<file path="src/rtl/tmr_pkg.sv">
package tmr_pkg;
    typedef enum logic {SRC_TICK = 1'b0, SRC_PIN = 1'b1} src_e;
    typedef enum logic {MODE_13 = 1'b0, MODE_16 = 1'b1} width_e;
    typedef enum logic {PIN_LO = 1'b0, PIN_HI = 1'b1} pin_st_e;
endpackage

</file>
<file path="src/rtl/tmr_tick_div.sv">
module tmr_tick_div #(
    parameter int RATIO = 6
) (
    input  logic clk,
    input  logic rst_n,
    output logic tick_o
);
    localparam int CW = (RATIO > 2) ? $clog2(RATIO) : 1;
    localparam logic [CW-1:0] LAST = CW'(RATIO - 1);

    logic [CW-1:0] div_q;

    always_ff @(posedge clk) begin
        if (!rst_n)
            div_q <= '0;
        else if (div_q == LAST)
            div_q <= '0;
        else
            div_q <= div_q + CW'(1);
    end

    assign tick_o = (div_q == LAST);
endmodule

</file>
<file path="src/rtl/tmr_pin_edge.sv">
module tmr_pin_edge import tmr_pkg::*; #(
    parameter int STAGES = 2
) (
    input  logic clk,
    input  logic rst_n,
    input  logic pin_i,
    output logic fall_o
);
    logic [STAGES-1:0] sync_q;
    logic              level;
    pin_st_e           st_q, st_d;

    always_ff @(posedge clk) begin
        if (!rst_n)
            sync_q <= '0;
        else
            sync_q <= {sync_q[STAGES-2:0], pin_i};
    end

    assign level = sync_q[STAGES-1];

    // state register
    always_ff @(posedge clk) begin
        if (!rst_n)
            st_q <= PIN_LO;
        else
            st_q <= st_d;
    end

    // next state and output
    always_comb begin
        st_d   = st_q;
        fall_o = 1'b0;
        unique case (st_q)
            PIN_LO: if (level) st_d = PIN_HI;
            PIN_HI: if (!level) begin
                st_d   = PIN_LO;
                fall_o = 1'b1;
            end
        endcase
    end
endmodule

</file>
<file path="src/rtl/tmr_count_core.sv">
module tmr_count_core import tmr_pkg::*; #(
    parameter int BYTE_W  = 8,
    parameter int PRESC_W = 5
) (
    input  logic              clk,
    input  logic              rst_n,
    input  logic              step_i,
    input  logic              mode_i,
    input  logic              wr_hi_i,
    input  logic              wr_lo_i,
    input  logic [BYTE_W-1:0] wr_data_i,
    output logic [BYTE_W-1:0] hi_o,
    output logic [BYTE_W-1:0] lo_o,
    output logic              wrap_o
);
    localparam int FULL_W  = 2 * BYTE_W;
    localparam int SHORT_W = BYTE_W + PRESC_W;

    logic [BYTE_W-1:0]  hi_q, lo_q, hi_d, lo_d;
    logic [FULL_W-1:0]  full_inc;
    logic [SHORT_W-1:0] short_inc;
    logic               full_ones, short_ones;

    always_comb begin
        full_inc   = {hi_q, lo_q} + FULL_W'(1);
        short_inc  = {hi_q, lo_q[PRESC_W-1:0]} + SHORT_W'(1);
        full_ones  = &{hi_q, lo_q};
        short_ones = &{hi_q, lo_q[PRESC_W-1:0]};
        hi_d   = hi_q;
        lo_d   = lo_q;
        wrap_o = 1'b0;
        if (wr_hi_i || wr_lo_i) begin
            if (wr_hi_i) hi_d = wr_data_i;
            if (wr_lo_i) lo_d = wr_data_i;
        end else if (step_i) begin
            unique case (width_e'(mode_i))
                MODE_16: begin
                    {hi_d, lo_d} = full_inc;
                    wrap_o       = full_ones;
                end
                MODE_13: begin
                    hi_d   = short_inc[SHORT_W-1:PRESC_W];
                    lo_d   = {lo_q[BYTE_W-1:PRESC_W], short_inc[PRESC_W-1:0]};
                    wrap_o = short_ones;
                end
            endcase
        end
    end

    always_ff @(posedge clk) begin
        if (!rst_n) begin
            hi_q <= '0;
            lo_q <= '0;
        end else begin
            hi_q <= hi_d;
            lo_q <= lo_d;
        end
    end

    assign hi_o = hi_q;
    assign lo_o = lo_q;
endmodule

</file>
<file path="src/rtl/gated_tmr.sv">
module gated_tmr import tmr_pkg::*; #(
    parameter int BYTE_W      = 8,
    parameter int PRESC_W     = 5,
    parameter int DIV_RATIO   = 6,
    parameter int SYNC_STAGES = 2
) (
    input  logic              clk,
    input  logic              rst_n,
    input  logic              wr_hi,
    input  logic              wr_lo,
    input  logic [BYTE_W-1:0] wr_data,
    input  logic              run_en,
    input  logic              gate_en,
    input  logic              cnt_sel,
    input  logic              mode_sel,
    input  logic              cnt_pin,
    input  logic              gate_pin,
    input  logic              flag_clr,
    input  logic              int_ack,
    output logic [BYTE_W-1:0] cnt_hi,
    output logic [BYTE_W-1:0] cnt_lo,
    output logic              ovf_flag
);
    logic tick, fall, src_evt, enable, step, wrap, flag_q;

    tmr_tick_div #(.RATIO(DIV_RATIO)) u_div (
        .clk    (clk),
        .rst_n  (rst_n),
        .tick_o (tick)
    );

    tmr_pin_edge #(.STAGES(SYNC_STAGES)) u_edge (
        .clk    (clk),
        .rst_n  (rst_n),
        .pin_i  (cnt_pin),
        .fall_o (fall)
    );

    // run AND (gate off OR gate pin high)
    assign enable  = run_en && (!gate_en || gate_pin);
    assign src_evt = (src_e'(cnt_sel) == SRC_PIN) ? fall : tick;
    assign step    = enable && src_evt;

    tmr_count_core #(.BYTE_W(BYTE_W), .PRESC_W(PRESC_W)) u_core (
        .clk       (clk),
        .rst_n     (rst_n),
        .step_i    (step),
        .mode_i    (mode_sel),
        .wr_hi_i   (wr_hi),
        .wr_lo_i   (wr_lo),
        .wr_data_i (wr_data),
        .hi_o      (cnt_hi),
        .lo_o      (cnt_lo),
        .wrap_o    (wrap)
    );

    // overflow outranks a clear in the same cycle
    always_ff @(posedge clk) begin
        if (!rst_n)
            flag_q <= 1'b0;
        else if (wrap)
            flag_q <= 1'b1;
        else if (flag_clr || int_ack)
            flag_q <= 1'b0;
    end

    assign ovf_flag = flag_q;
endmodule

</file>
<file path="config.mk">
export PLATFORM = sky130hd
export DESIGN_NAME = gated_tmr
export DESIGN_NICKNAME = d
export VERILOG_FILES = /design/src/rtl/tmr_pkg.sv /design/src/rtl/tmr_tick_div.sv /design/src/rtl/tmr_pin_edge.sv /design/src/rtl/tmr_count_core.sv /design/src/rtl/gated_tmr.sv
export SDC_FILE = /design/constraint.sdc
export NUM_CORES = 1
export LEC_CHECK = 0
export BUFFER_PORTS_ARGS = -buffer_cell sky130_fd_sc_hd__buf_4
export CELL_PAD_IN_SITES_DETAIL_PLACEMENT = 0
export CELL_PAD_IN_SITES_GLOBAL_PLACEMENT = 2
export CORE_ASPECT_RATIO = 0.8
export CORE_MARGIN = 2
export CORE_UTILIZATION = 32
export DETAILED_ROUTE_END_ITERATION = 7
export HOLD_SLACK_MARGIN = 0.03
export PLACE_DENSITY = 0.88
export SLEW_MARGIN = 20
export SYNTH_ARGS = -nofsm -noshare
export SYNTH_HDL_FRONTEND = slang
export SYNTH_SLANG_ARGS = --single-unit
</file>
<file path="constraint.sdc">
create_clock -name clk -period 3.05 [get_ports clk]
set_clock_uncertainty 0.2 [all_clocks]
set_input_delay 0.1525 -clock clk [delete_from_list [all_inputs] [get_ports clk]]
set_output_delay 0.1525 -clock clk [all_outputs]
set_load 0.02 [all_outputs]
</file>
==> metrics.md, run 1 <==
| Metric | Value |
|---|---|
| Buffers on Ports | 36 |
| Asr flop ratio synth | 0% |
| CTS Buf Count | 3 |
| Detailed Place HPWL | about 3200 µm |
| Core Rows | 22 |
| Clk sinks | 23 |
| Max Cap Violations | 0 |
| Post-CTS Setup Repair Bufs | 0 |
| Die H | approximately 65 µm |
| Initial antenna violation count | 0 |
| Synth top area share | a little under a third |
| Post-synth EDFFs | 0 |
| CTS tree | built |
| Power per cell area | 369 nW/µm² |
| Prevailing post-synth register cell | dfxtp_1 |
| Fin. max-slew vios | 0 |
| Crit path kind | reg2reg |
| Peak fanout along the critical path | 6 |
| Relative slew slack | 55.8% |
| Layout fillers | just under 500 |
| Nets@finish | around 240 |
| Synthesized cell area | 1480 µm² |
| Initial Util | 32.9% |
| Synth Area in Simple Gates | about 31% |
| Core area | about 4500 µm² |
| Largest family of logic cells by synthesized area | simple AND/OR/NAND/NOR gates |
| Worst vdd ir | 0.000193 V |
| Total global-route track usage | between 10% and 20% |
| TritonRoute pass-1 iters | 4 |
| Die area | roughly 5200 µm² |
| Yosys reg bits | 23 |
| Final period utilization | ~71% |
| CP required | 3.05 ns |
| Final WL | 4300 µm |
| Total negative slack | 0 ns |
| Synth Area in XOR/XNOR | 0.590% |
| Worst Setup End Kind | register |
| Slew @ Worst Pin | 0.663 ns |
| Share of cells above drive strength 1 | between 20% and 30% |
| Pin count of the biggest net entering global routing | 20 |
| Top post-synthesis cells by area | dfxtp_1 (31%), nand2_1 (7.1%), nor2_1 (4.0%) |
| Worst-Skew Late Latency | between 0.2 and 0.3 ns |
| Mux contribution to synthesized area | 0.675% |
| Commonest non-fill, non-tap cell in the layout | buf_4 |
| Commonest cells after routing, fill and taps aside | buf_4 (36), nand2_1 (28), dfxtp_1 (23) |
| Critical Path AT | about 2.2 ns |
| Via-to-Cell Ratio | 5.45 |
| Post-route DRC | 0 |
| IO Pins | 37 |
| Compound-Gate Fraction of Synth Area | between 20 and 30% |
| First-pass GRT wire length | 6940 µm |
| Startpoint types | register |
| Outcome | finished clean |
| H-Tree Level Count | 1 |
| Mapped Cells | around 180 |
| Gpl congestion | around 0.80 |
| Layout area overhead | 27.9% |
| Ant diodes | 0 |
| Sequential cell area | 460 µm² |
| DRT iter0 DRCs | approximately 110 |
| Hold slack | 0.0519 ns |
| Ys Warns | 0 |
| Area of the multi-input gates | about 950 µm² |
| Final min period | ~2.2 ns |
| Root buffer cell | clkbuf_8 |
| Syn_nets | 205 |
| Antenna Nets Post-Route | 0 |
| Hold WC Path Type | in2reg |
| FMAX | approximately 460 MHz |
| Leading area contributor after synthesis | dfxtp_1 |
| Unrepaired setup endpoints after global routing | no |
| Post-Syn Area per Cell | between 8 and 9 µm² |
| Leakage power | roughly 0.77 nW |
| Reg clk slew, reported paths | 0.09 ns |
| Routed len/inst | 15.4 µm |
| Vias | 1,527 |
| Die width | roughly 80 µm |
| Post-synth cell types | 55 |
| Hold Vio Cnt, Final | 0 |
| Final setup fails | 0 |
| Grt ovf | 0 |
| Register area share after synthesis | between 30% and 40% |
| Synth Area in Adders | 2.53% |
| Number of global-route vias before repair | around 1,400 |
| Longest Clk Path Bufs | 2 |
==> final timing paths <==
path | start | end | slack, ns | cells after the start
setup / recovery | u_div.div_q[0] | ovf_flag | 0.90 | 6
hold / removal | wr_data[5] | u_core.hi_o[5] | 0.05 | 3
setup reg to reg | u_div.div_q[0] | ovf_flag | 0.90 | 6
hold reg to reg | u_edge.sync_q[0] | u_edge.sync_q[1] | 0.24 | 1
==> routing by layer <==
metal	part of all wire [%]	global-route usage [%]	routed length [µm]	up-vias
li1	-	-	-	762
met1	50	24.5	2170	726
met2	44	26.5	1890	37
met3	5.1	4.18	221	2
met4	0.42	1.91	18	0
met5	0	0	0	-
==> cells by family after synthesis <==
family                     after synthesis
AOI/OAI and AO/OA                       55
adders and majority gates                3
and+or+nand+nor                         84
DFF                                     23
buffers and inverters                   15
muxes                                    1
xor gates and xnor gates                 1
==> registers in the layout, summed over array words and instances (netlist names) <==
signal         flops
ovf_flag           1
u_core.hi_o        8
u_core.lo_o        8
u_div.div_q        3
u_edge.st_q        1
u_edge.sync_q      2
==> worst max-delay path, stage by stage (launching register included) <==
cell       delay, ns
dfxtp_1         0.37
ha_1            0.25
nand3b_4        0.12
a2111oi_4       0.37
nand2_1         0.24
or3_1           0.41
a21oi_1         0.13
==> stage by stage <==
| stage | total power, mW | area [µm²] | utilization (%) | setup slack (ns) | cells |
|---|---|---|---|---|---|
| after floorplan | 0.439 | 1480 | - | 0.976 | 182 |
| after detailed placement | 0.502 | 1780 | 39.5 | 0.899 | 269 |
| final | 0.700 | 1900 | 42.0 | 0.897 | 280 |
| after global placement | 0.503 | 1780 | 39.5 | 0.954 | 269 |
| after CTS | 0.712 | 1900 | 42.0 | 0.878 | 280 |
| after global routing | 0.744 | 1900 | 42.0 | 0.762 | 280 |
==> area by class of cell <==
| class | count | share of cell area [%] |
|---|---|---|
| clock buffers | 3 | 2.18 |
| clock inverters | 1 | 0.264 |
| repair buffers | 43 | 17.9 |
| flip-flops and latches | 23 | 24.3 |
| inverters | 6 | 1.19 |
| well taps | 60 | 3.96 |
| multi-input cells | 144 | 50.2 |
==> power by group <==
part | internal (mW) | switching [mW] | total, mW | leakage (nW)
Sequential | 0.320 | 0.0276 | 0.348 | 0.190
Clock | 0.0913 | 0.106 | 0.197 | 0.0255
Combinational | 0.0726 | 0.0825 | 0.155 | 0.553
==> synth_stat cells, drive strengths merged, types with 2 or more instances <==
cell type and instances:
nand2 28, dfxtp 23, nor2 17, o21ai 11
nand3 9, a21oi 8, buf 6, inv 6
o211ai 5, a2bb2oi 4, nand2b 4, o2111ai 4
or2 4, a32oi 3, and2 3, and3 3
clkbuf 3, ha 3, o22ai 3, or3 3
a2111oi 2, a311oi 2, nand3b 2, nand4 2
nor3 2, o41ai 2
==> repair_timing <==
action / in CTS / in global routing
endpoints found under the hold margin: 8 / 0
hold buffers: 7 / 0
endpoints found under the setup margin: 0 / 0
resized for setup: 0 / 0
(Power assumes the default switching activity.)
==> inputs of run 2 (changes only) <==
--- a/config.mk
+++ b/config.mk
@@ -10,10 +10,10 @@
 export CELL_PAD_IN_SITES_GLOBAL_PLACEMENT = 2
 export CORE_ASPECT_RATIO = 0.8
 export CORE_MARGIN = 2
-export CORE_UTILIZATION = 32
+export CORE_UTILIZATION = 27
 export DETAILED_ROUTE_END_ITERATION = 7
 export HOLD_SLACK_MARGIN = 0.03
-export PLACE_DENSITY = 0.88
+export PLACE_DENSITY = 0.8
 export SLEW_MARGIN = 20
 export SYNTH_ARGS = -nofsm -noshare
 export SYNTH_HDL_FRONTEND = slang
==> constraint.sdc (replaced) <==
create_clock -name clk -period 1.91 [get_ports clk]
set_clock_uncertainty 0.2 [all_clocks]
set_input_delay 0.0955 -clock clk [delete_from_list [all_inputs] [get_ports clk]]
set_output_delay 0.0955 -clock clk [all_outputs]
set_load 0.02 [all_outputs]
==> run 2 against run 1 <==
  * First-iteration DRC count is 36% lower
  * Largest cell class unchanged
  * Clock power rose by 68%
  * Register-to-register slack lost 0.93 ns
  * Critical endpoint unchanged
  * Design area increased by 22%
  * The flow now finishes with violations (negative setup slack)
  * Combinational power grew 120%
  * Sequential cell count did not move
  * Worst hold slack got worse by 0.0046 ns
  * Sequential share of layout area decreased by 3.8 points
  * Largest power group unchanged
  * Wire length rose by 14%
  * Global-route usage is 1.1 points lower
==> metrics.md, run 2 (synthesized netlist as in run 1, its figures left out) <==
| Metric | Value |
|---|---|
| Hold slack | 0.0473 ns |
| Placed cells | 299 |
| Ant diodes | 0 |
| Unrepaired setup endpoints after global routing | yes |
| Final WS setup | -0.0346 ns |
| Clk sinks | 23 |
| Final WL | between 4000 and 5000 µm |
| Initial Util | 27.6% |
| Core Rows | 24 |
| Max Cap Violations | 0 |
| Vias | about 1,700 |
| Worst vdd ir | about 0.00025 V |
| DRT iter0 DRCs | approximately 70 |
| Number of global-route vias before repair | 1,548 |
| Final period utilization | 102% |
| Total global-route track usage | between 10% and 20% |
| Reg-to-reg critical path startpoint | u_div.div_q[1] |
| Failing checks | negative setup slack |
| Commonest non-fill, non-tap cell in the layout | buf_4 |
| Hold WC Path Type | in2reg |
| Pin count of the biggest net entering global routing | 20 |
| Critical Path AT | roughly 2 ns |
| Routed len/inst | around 15 µm |
| Via-to-Cell Ratio | between 5 and 6 |
| Crit path kind | reg2reg |
| Core area | approximately 5400 µm² |
| Root buffer cell | clkbuf_8 |
| Die area | roughly 6000 µm² |
| TritonRoute pass-1 iters | 4 |
| H-Tree Level Count | 1 |
| Grt ovf | 0 |
| Total negative slack | -0.0804 ns |
| Worst R2R End | ovf_flag |
| Post-route DRC | 0 |
| CTS tree | built |
| Gpl congestion | 0.768 |
| Final min period | ~2 ns |
| Worst setup path start | u_div.div_q[1] |
| Peak fanout along the critical path | 4 |
| Layout fillers | roughly 570 |
| Reg2Reg Depth | 7 |
| Buffers on Ports | 36 |
| Relative slew slack | between 50 and 60% |
| FMAX | about 510 MHz |
| Post-Layout Cell Count | roughly 320 |
| Slew @ Worst Pin | approximately 0.65 ns |
| Share of cells above drive strength 1 | between 40% and 50% |
| Detailed Place HPWL | about 3600 µm |
| Power per cell area | between 500 and 600 nW/µm² |
| Reg clk slew, reported paths | about 0.1 ns |
| Outcome | complete, but fails checks |
| Hold Vio Cnt, Final | 0 |
| Startpoint types | register |
| Leakage power | about 0.95 nW |
| Worst R2R Setup Slack | -0.03 ns |
| Layout area overhead | 55.6% |
| Initial antenna violation count | 0 |
| Fin. max-slew vios | 0 |
| IO Pins | 37 |
| Die H | between 70 and 80 µm |
| CP required | about 1.9 ns |
| Worst Setup EP | ovf_flag |
| Die width | ~87 µm |
| First-pass GRT wire length | between 7000 and 8000 µm |
| CTS Buf Count | 3 |
| Longest Clk Path Bufs | 2 |
| Final setup fails | 5 |
| Nets@finish | ~280 |
| Commonest cells after routing, fill and taps aside | buf_4 (59), nand2_1 (25), dfxtp_1 (16) |
| Worst Setup End Kind | register |
| Antenna Nets Post-Route | 0 |
| Worst-Skew Late Latency | ~0.27 ns |
[run 2: changes by cell type in the layout (fill, tap and decap cells not counted), sizes merged]
cell	before	now
buf	36	63
clkinv	1	0
dlygate4sd3	7	13
inv	6	7
[run 2: how the worst min path moves through the flow]
stage	startpoint	endpoint	slack, ns	cells past startpoint
after floorplan	cnt_pin	u_edge.sync_q[0]	0.02	1
after global placement	cnt_pin	u_edge.sync_q[0]	0.11	2
after detailed placement	cnt_pin	u_edge.sync_q[0]	0.12	2
after CTS	mode_sel	u_core.hi_o[7]	0.03	4
after global routing	mode_sel	u_core.hi_o[7]	0.07	4
final	mode_sel	u_core.hi_o[7]	0.05	4
[run 2: area by class of cell]
cell class | instances | area, µm² | area share, %
sequential | 23 | 472 | 20.4
multi-input combinational | 144 | 1070 | 46.2
clock buffer | 3 | 41.3 | 1.79
inverter | 6 | 22.5 | 0.976
timing repair buffer | 76 | 618 | 26.8
clock inverter | 1 | 6.26 | 0.271
tap | 65 | 81.3 | 3.52
[run 2: power breakdown]
part | switching, mW | total, mW | internal (mW)
sequential | 0.0266 | 0.539 | 0.513
clock | 0.181 | 0.330 | 0.149
combinational | 0.173 | 0.341 | 0.168
total | 0.380 | 1.21 | 0.830
[run 2: repair_timing]
item,4_1_cts,5_1_grt
setup endpoints to repair,10,15
setup buffers,0,2
hold buffers,13,0
gates resized for setup,8,18
hold endpoints to repair,22,0
pin swaps,3,6
[run 2: critical path, stage by stage, from the launching register on]
cell and delay (ns):
dfxtp_2 0.34, inv_2 0.06, ha_4 0.14, nand3b_4 0.10
a2111oi_4 0.43, nand2_2 0.10, or3_4 0.39, a21oi_2 0.13
[run 2: per-layer routing]
metal	track usage, %	routed length, µm	up-vias
met2	23.5	2100	49
met3	2.72	205	5
met5	0	0	-
li1	-	-	825
met4	3.13	36	0
met1	24.2	2570	798
[run 2: through the flow]
stage / instance area [µm²] / util, % / worst slack [ns] / total power, mW
after floorplan: 1510 / - / 0.0130 / 0.705
after CTS: 2210 / 41.2 / -0.0781 / 1.21
final: 2310 / 42.9 / -0.0346 / 1.21
after global placement: 2000 / 37.2 / -0.00614 / 0.847
after detailed placement: 2000 / 37.2 / -0.0835 / 0.848
after global routing: 2310 / 42.9 / -0.108 / 1.27
